===== src/rtl/hum_pkg.sv =====
package hum_pkg;
    // Operand slots compared against the busy register
    typedef enum int unsigned {
        SLOT_RS1 = 0,
        SLOT_RS2 = 1,
        SLOT_RD  = 2
    } slot_e;

    localparam int unsigned NUM_SLOTS = 3;
endpackage


===== src/rtl/hum_miss_tracker.sv =====
module hum_miss_tracker #(
    parameter int unsigned REG_W = 5
) (
    input  logic             clk,
    input  logic             rst_n,
    input  logic             mem_miss_valid,
    input  logic             mem_miss_is_load,
    input  logic [REG_W-1:0] mem_miss_rd,
    input  logic             ret_valid,
    output logic             miss_accept,
    output logic             mem_stall,
    output logic             ret_take,
    output logic             pending,
    output logic             wb_valid,
    output logic [REG_W-1:0] wb_rd
);
    typedef struct packed {
        logic             pending;
        logic             wb_valid;
        logic [REG_W-1:0] rd;
    } trk_t;

    trk_t st_d, st_q;

    always_comb begin
        st_d        = st_q;
        miss_accept = mem_miss_valid && !st_q.pending;
        mem_stall   = mem_miss_valid && st_q.pending;
        ret_take    = ret_valid && st_q.pending;
        if (st_q.pending) begin
            if (ret_valid) begin
                st_d = '0;
            end
        end else if (mem_miss_valid) begin
            st_d.pending  = 1'b1;
            st_d.wb_valid = mem_miss_is_load && (mem_miss_rd != '0);
            st_d.rd       = mem_miss_is_load ? mem_miss_rd : '0;
        end
    end

    always_ff @(posedge clk) begin
        if (!rst_n) begin
            st_q <= '0;
        end else begin
            st_q <= st_d;
        end
    end

    assign pending  = st_q.pending;
    assign wb_valid = st_q.wb_valid;
    assign wb_rd    = st_q.rd;

    // a fresh pending state only follows an accepted miss
    a_r2_pending_from_accept: assert property (@(posedge clk) disable iff (!rst_n)
        $rose(pending) |-> $past(miss_accept));

    // accepted load with non-zero destination records that register
    a_r2_load_marks_busy: assert property (@(posedge clk) disable iff (!rst_n)
        (miss_accept && mem_miss_is_load && mem_miss_rd != '0)
            |=> (wb_valid && wb_rd == $past(mem_miss_rd)));

    // while pending and no return, the tracked register is held
    a_r6_hold_while_pending: assert property (@(posedge clk) disable iff (!rst_n)
        (pending && !ret_valid) |=> (pending && $stable(wb_rd) && $stable(wb_valid)));

    // a return clears the pending miss on the next cycle
    a_r7_return_clears: assert property (@(posedge clk) disable iff (!rst_n)
        ret_take |=> (!pending && !wb_valid));

    // register zero is never marked busy
    a_r8_zero_never_busy: assert property (@(posedge clk) disable iff (!rst_n)
        wb_valid |-> (wb_rd != '0));
endmodule


===== src/rtl/hum_hazard_cmp.sv =====
module hum_hazard_cmp
    import hum_pkg::*;
#(
    parameter int unsigned REG_W = 5
) (
    input  logic                            clk,
    input  logic                            rst_n,
    input  logic                            ex_valid,
    input  logic                            tag_valid,
    input  logic [REG_W-1:0]                tag,
    input  logic [NUM_SLOTS-1:0]            slot_use,
    input  logic [NUM_SLOTS-1:0][REG_W-1:0] slot_idx,
    output logic                            hit
);
    logic [NUM_SLOTS-1:0] match;

    for (genvar g = 0; g < NUM_SLOTS; g++) begin : g_slot
        assign match[g] = slot_use[g] && (slot_idx[g] == tag);
    end

    assign hit = ex_valid && tag_valid && (|match);

    // no hold without an instruction in EX
    a_r11_idle_no_stall: assert property (@(posedge clk) disable iff (!rst_n)
        !ex_valid |-> !hit);

    // an instruction touching nothing busy is never held
    a_r4_unrelated_free: assert property (@(posedge clk) disable iff (!rst_n)
        (tag_valid && ex_valid && !slot_use[SLOT_RS1] && !slot_use[SLOT_RS2]
            && !slot_use[SLOT_RD]) |-> !hit);
endmodule


===== src/rtl/hum_fill_path.sv =====
module hum_fill_path #(
    parameter int unsigned REG_W  = 5,
    parameter int unsigned DATA_W = 32
) (
    input  logic              ret_take,
    input  logic              wb_valid,
    input  logic [REG_W-1:0]  wb_rd,
    input  logic [DATA_W-1:0] ret_data,
    output logic              fill_we,
    output logic [REG_W-1:0]  fill_rd,
    output logic [DATA_W-1:0] fill_data
);
    always_comb begin
        fill_we   = ret_take && wb_valid;
        fill_rd   = wb_rd;
        fill_data = ret_data;
    end
endmodule


===== src/rtl/hum_scoreboard.sv =====
module hum_scoreboard
    import hum_pkg::*;
#(
    parameter int unsigned NUM_REGS = 32,
    parameter int unsigned DATA_W   = 32,
    localparam int unsigned REG_W   = $clog2(NUM_REGS)
) (
    input  logic              clk,
    input  logic              rst_n,
    input  logic              ex_valid,
    input  logic              ex_rs1_use,
    input  logic [REG_W-1:0]  ex_rs1,
    input  logic              ex_rs2_use,
    input  logic [REG_W-1:0]  ex_rs2,
    input  logic              ex_rd_wr,
    input  logic [REG_W-1:0]  ex_rd,
    input  logic              mem_miss_valid,
    input  logic              mem_miss_is_load,
    input  logic [REG_W-1:0]  mem_miss_rd,
    input  logic              ret_valid,
    input  logic [DATA_W-1:0] ret_data,
    output logic              miss_accept,
    output logic              mem_stall,
    output logic              ex_stall,
    output logic              miss_pending,
    output logic              busy,
    output logic [REG_W-1:0]  busy_reg,
    output logic              fill_we,
    output logic [REG_W-1:0]  fill_rd,
    output logic [DATA_W-1:0] fill_data
);
    logic                            ret_take;
    logic                            wb_valid;
    logic [REG_W-1:0]                wb_rd;
    logic [NUM_SLOTS-1:0]            slot_use;
    logic [NUM_SLOTS-1:0][REG_W-1:0] slot_idx;

    hum_miss_tracker #(.REG_W(REG_W)) u_tracker (
        .clk              (clk),
        .rst_n            (rst_n),
        .mem_miss_valid   (mem_miss_valid),
        .mem_miss_is_load (mem_miss_is_load),
        .mem_miss_rd      (mem_miss_rd),
        .ret_valid        (ret_valid),
        .miss_accept      (miss_accept),
        .mem_stall        (mem_stall),
        .ret_take         (ret_take),
        .pending          (miss_pending),
        .wb_valid         (wb_valid),
        .wb_rd            (wb_rd)
    );

    always_comb begin
        slot_use[SLOT_RS1] = ex_rs1_use;
        slot_idx[SLOT_RS1] = ex_rs1;
        slot_use[SLOT_RS2] = ex_rs2_use;
        slot_idx[SLOT_RS2] = ex_rs2;
        slot_use[SLOT_RD]  = ex_rd_wr;
        slot_idx[SLOT_RD]  = ex_rd;
    end

    hum_hazard_cmp #(.REG_W(REG_W)) u_hazard (
        .clk       (clk),
        .rst_n     (rst_n),
        .ex_valid  (ex_valid),
        .tag_valid (wb_valid),
        .tag       (wb_rd),
        .slot_use  (slot_use),
        .slot_idx  (slot_idx),
        .hit       (ex_stall)
    );

    hum_fill_path #(.REG_W(REG_W), .DATA_W(DATA_W)) u_fill (
        .ret_take  (ret_take),
        .wb_valid  (wb_valid),
        .wb_rd     (wb_rd),
        .ret_data  (ret_data),
        .fill_we   (fill_we),
        .fill_rd   (fill_rd),
        .fill_data (fill_data)
    );

    assign busy     = wb_valid;
    assign busy_reg = wb_rd;

    // an EX hold implies a register is actually busy
    a_r3_stall_needs_busy: assert property (@(posedge clk) disable iff (!rst_n)
        ex_stall |-> busy);

    // fill targets the busy register
    a_r7_fill_target: assert property (@(posedge clk) disable iff (!rst_n)
        fill_we |-> (busy && fill_rd == busy_reg && ret_valid));

    // accept and MEM hold never coincide
    a_r6_accept_xor_stall: assert property (@(posedge clk) disable iff (!rst_n)
        !(miss_accept && mem_stall));

    // a return with nothing pending writes nothing
    a_r10_stray_return: assert property (@(posedge clk) disable iff (!rst_n)
        (ret_valid && !miss_pending) |-> !fill_we);
endmodule


===== config.mk =====
export PLATFORM = sky130hd
export DESIGN_NAME = hum_scoreboard
export DESIGN_NICKNAME = d
export VERILOG_FILES = /design/src/rtl/hum_pkg.sv /design/src/rtl/hum_miss_tracker.sv /design/src/rtl/hum_hazard_cmp.sv /design/src/rtl/hum_fill_path.sv /design/src/rtl/hum_scoreboard.sv
export SDC_FILE = /design/constraint.sdc
export NUM_CORES = 1
export LEC_CHECK = 0
export BUFFER_PORTS_ARGS = -buffer_cell sky130_fd_sc_hd__buf_4
export CAP_MARGIN = 20
export CORE_MARGIN = 1.5
export CORE_UTILIZATION = 27
export DETAILED_ROUTE_END_ITERATION = 10
export PLACE_DENSITY = 0.77
export SLEW_MARGIN = 20
export SYNTH_ARGS = -nofsm -noshare
export SYNTH_HDL_FRONTEND = slang
export SYNTH_SLANG_ARGS = --single-unit

===== constraint.sdc =====
create_clock -name clk -period 1.1 [get_ports clk]
set_input_delay 0.22 -clock clk [delete_from_list [all_inputs] [get_ports clk]]
set_output_delay 0.22 -clock clk [all_outputs]
set_load 0.05 [all_outputs]

### After elaboration in Yosys (flattened, before gate mapping)

Cells that the tools add are included.

* reductions and logical operators: 15
* eq/ne operators: 4
* mux-type cells: 4

Operators by type and width (number)
* $mux 7: 3
* $eq 5x5->1: 3
* $logic_and 1x1->1: 10
* $mux 5: 1
* $reduce_bool 5->1: 1
* $reduce_or 3->1: 1
* $ne 2x2->1 const B: 1
* $reduce_and 2->1: 1
* $reduce_bool 2->1: 1
* $logic_not 1->1: 1

* bits in registers: 7
* logic and storage cells: 26
* input bits: 61

### Longest topological paths before layout

* word-level depth: 4
* gate-level depth with buffers: 5

### Cells and area by module

Synthesis repeated with hierarchy kept, for this count alone.

* cell total of the unflattened synthesis: 90
* area total of the unflattened synthesis: 757.0 µm²

Modules (own cells, without submodules)
* hum_miss_tracker: times used 1, cells each 29, area an instance 292.8 µm²
* hum_fill_path: times used 1, cells each 38, area an instance 284.0 µm²
* hum_hazard_cmp: times used 1, cells each 23, area an instance 180.2 µm²

### Worst setup path after synthesis

Ideal clock, no wire load.

* path type: reg2out
* from: register u_tracker.st_q, in the netlist u_tracker.wb_rd[4]
* to: output port ex_stall
* stages on the path, launching flop included: 5
* buffers on the path: 0
* required time: 0.880 ns
* path slack: -0.761 ns
* data arrival time: 1.641 ns
* cells stage by stage: dfxtp_1 > xor2_1 > nor4_1 > nand4_1 > nand3_1

* word-level cells in the longest chain between the ends: 4

RTL lines
* start: declaration: RTL line hum_miss_tracker.sv:23 `trk_t st_d, st_q;`
* start signal: assignment: RTL line hum_miss_tracker.sv:45 `st_q <= st_d;`
* $eq 5x5->1: RTL line hum_hazard_cmp.sv:18 `assign match[g] = slot_use[g] && (slot_idx[g] == tag);`
* $logic_and 1x1->1: RTL line hum_hazard_cmp.sv:18
* $reduce_or 3->1 (*): RTL line hum_hazard_cmp.sv:21 `assign hit = ex_valid && tag_valid && (|match);`
* $logic_and 1x1->1 (*): RTL line hum_hazard_cmp.sv:21
* end: declaration: RTL line hum_scoreboard.sv:24 `output logic ex_stall,`

Mark *: on every way between the ends. The rest lies on a longest branch, timed or not.

### Worst setup path after layout

* from: register u_tracker.st_q, in the netlist u_tracker.wb_rd[1]
* to: output port ex_stall

Same word-level chain as after synthesis.

==> flow_metrics.tcl <==
set metrics [dict create \
    finalCritPeriodShare 1.569 \
    synth_ff_type "dfxtp_1" \
    nets 183 \
    layout-drive-gt1-share 0.7521 \
    hp-class "primary input to register" \
    hold_viol 0 \
    ios 109 \
    synthAdderAreaFrac 0 \
    grt_antenna_before_repair 0 \
    grt_pass1_vias 763 \
    cts_tree "done" \
    port-buffer-count 44 \
    die_h_um 55.73 \
    synth_top_family_by_area "buffers and inverters" \
    area_delta_synth_final_pct 69.00 \
    first_pass_iters 4 \
    clock_latency_ns 0.25 \
    cts_root_buf "clkbuf_4" \
    critPathMaxFanout 4 \
    grtUsageTotal 0.1546 \
    failed_checks "setup timing" \
    cp_slowest_cell "dfxtp_4" \
    required_ns 0.88 \
    critPathLaunchType "register" \
    drc 0 \
    avgViaCountPerCell 4.583 \
    synth_area_leader_cell "buf_4" \
    async_reset_ff_frac 0 \
    place_ws_ns -0.4257 \
    power.total_mw 0.9646 \
    status "finished with violations" \
    vdd_drop_max_uv 581.0 \
    hold_buffers 0 \
    fin_worst_skew_ns 0.001882 \
    synth_area_um2 750.7 \
    pwr_density_cell_nw_per_um2 760.3 \
    synth_cell_types 20 \
    ys_seq_area_frac 0.1867 \
    cts.sinks 7 \
    crit_arrival_ns 1.51 \
    netlist_top_cells_area "buf_4 (37%), dfxtp_1 (19%), xor2_1 (14%)" \
    synth-simple-area-share 0.1617 \
    path_clk_slew_ns 0.05 \
    p_leak_nw 0.5897 \
    fmax_mhz 579.5 \
    syn-num-nets 150 \
    drt-total-wl_mm 2.406 \
    final_max_slew_viol_count 0 \
    numCtsBuffers 3 \
    initial_utilization 0.2950 \
    synth_top_area_share 0.3700 \
    synthMuxAreaShare 0 \
    syn_inst 89 \
    endpoint_kind "primary output" \
    synth_warnings 0 \
    synth_xor_area_frac 0.1750 \
    via_count 692 \
    syn_avg_cell_area_um2 8.435 \
    slowest_delay_ns 0.36 \
    dpl_cell_area_um2 987.2 \
    drtIter0Drc 5 \
    yosys-top-cells-count "buf_4 (37), xor2_1 (12), dfxtp_1 (7)" \
    yosysMostFrequentCell "buf_4" \
    grt_first_pass_wirelength_mm 3.746 \
    cts_max_level 1 \
    rows 18 \
    tightest_slew_ns 0.2296 \
    overflow 0 \
    synth_seq_cells 7 \
    fin_crit_ns 1.726 \
    relSlewSlack 0.8455 \
    cp_cell_sequence "xor2_1, nor4_2, nand4_1, nand3_4, buf_8" \
    ant_nets 0 \
    synth-edff-count 0 \
    cap_viol_max_count 0 \
    die_area_um2 3106 \
    wire_per_inst_um 15.93 \
    hpwl_mm 1.716 \
    clock_path_buffers 2 \
    final_area_um2 1269 \
    finalSetupViolCount 13 \
    grt_start_max_net_pins 8 \
    rsz0062_at_grt "yes" \
    finalWeightedCongestion 0.6861 \
    die_w_um 55.73 \
    n_antenna_cell 0 \
    worst_slack_ns -0.6257 \
    critPathKind "register to primary output" \
    synth-compound-area-share 0.09167 \
    core_um2 2545 \
]
kinds of logic after synthesis:
group / count (synthesis)
AOI/OAI and AO/OA: 10
xor gates and xnor gates: 15
buffers and inverters: 38
DFF: 7
and+or+nand+nor: 19
report_power, final:
part / internal (mW) / switching, mW
sequential: 0.259 / 0.0190
clock: 0.139 / 0.100
combinational: 0.239 / 0.208
registers in the layout (all words and copies together), names as in the netlist:
register            cells
u_tracker.wb_rd         5
u_tracker.pending       1
u_tracker.wb_valid      1
metrics by stage:
stage	TNS [ns]	cells	utilization	hold slack (ns)
5_1_grt	-2.053	151	0.4985	0.1663
2_1_floorplan	-1.495	89	-	0.2999
4_1_cts	-1.152	145	0.4562	0.1590
3_3_place_gp	-0.5144	137	0.3879	0.4074
6_report	-1.150	151	0.4985	0.1761
3_5_place_dp	-0.4837	137	0.3879	0.4171
cells in the final DEF (no fill, tap or decap), types with 2 or more instances in the layout:
cell type,instances
buf_4,42
buf_8,13
buf_6,11
xor2_1,10
dfxtp_4,6
a22oi_2,5
nor2b_1,5
xnor2_1,3
nand4_1,3
clkbuf_4,3
xor2_2,2
nor4_2,2
and2_4,2
o21ai_1,2
final timing paths:
kind | cells after the start | slack, ns | start | to
worst max-delay path | 5 | -0.63 | u_tracker.wb_rd[1]$_SDFFE_PN0P_ | ex_stall
worst min-delay path | 2 | 0.18 | ret_valid | u_tracker.pending$_SDFF_PN0_
worst max register to register | 6 | 0.01 | u_tracker.pending$_SDFF_PN0_ | u_tracker.wb_rd[4]$_SDFFE_PN0P_
worst min register to register | 1 | 0.49 | u_tracker.pending$_SDFF_PN0_ | u_tracker.pending$_SDFF_PN0_
critical path: cells and delay by family (launching register included):
| kind | cells | cell delay (ns) |
|---|---|---|
| buffers and inverters | 1 | 0.14 |
| DFF | 1 | 0.36 |
| xor gates and xnor gates | 1 | 0.15 |
| and+or+nand+nor | 3 | 0.60 |
routing by layer:
layer	part of all wire	GRT usage	vias to the layer above
met5	0	0	-
met4	0.019	0.09059	0
met3	0.092	0.04651	10
met2	0.56	0.2874	44
met1	0.33	0.1483	313
li1	-	-	325
layout make-up:
class / count / area (um^2)
repair buffers: 66 / 634.4
well taps: 30 / 37.54
flip-flops and latches: 7 / 163.9
fillers: 240 / 1276
multi-input cells: 44 / 406.6
clock buffers: 4 / 26.28
timing repair:
item                       CTS  global route
resized for setup           31            14
setup endpoints to repair   12            20
pin swaps                    5            11
buffers inserted             4             7
No activity file was read; power rests on OpenSTA's default activity.
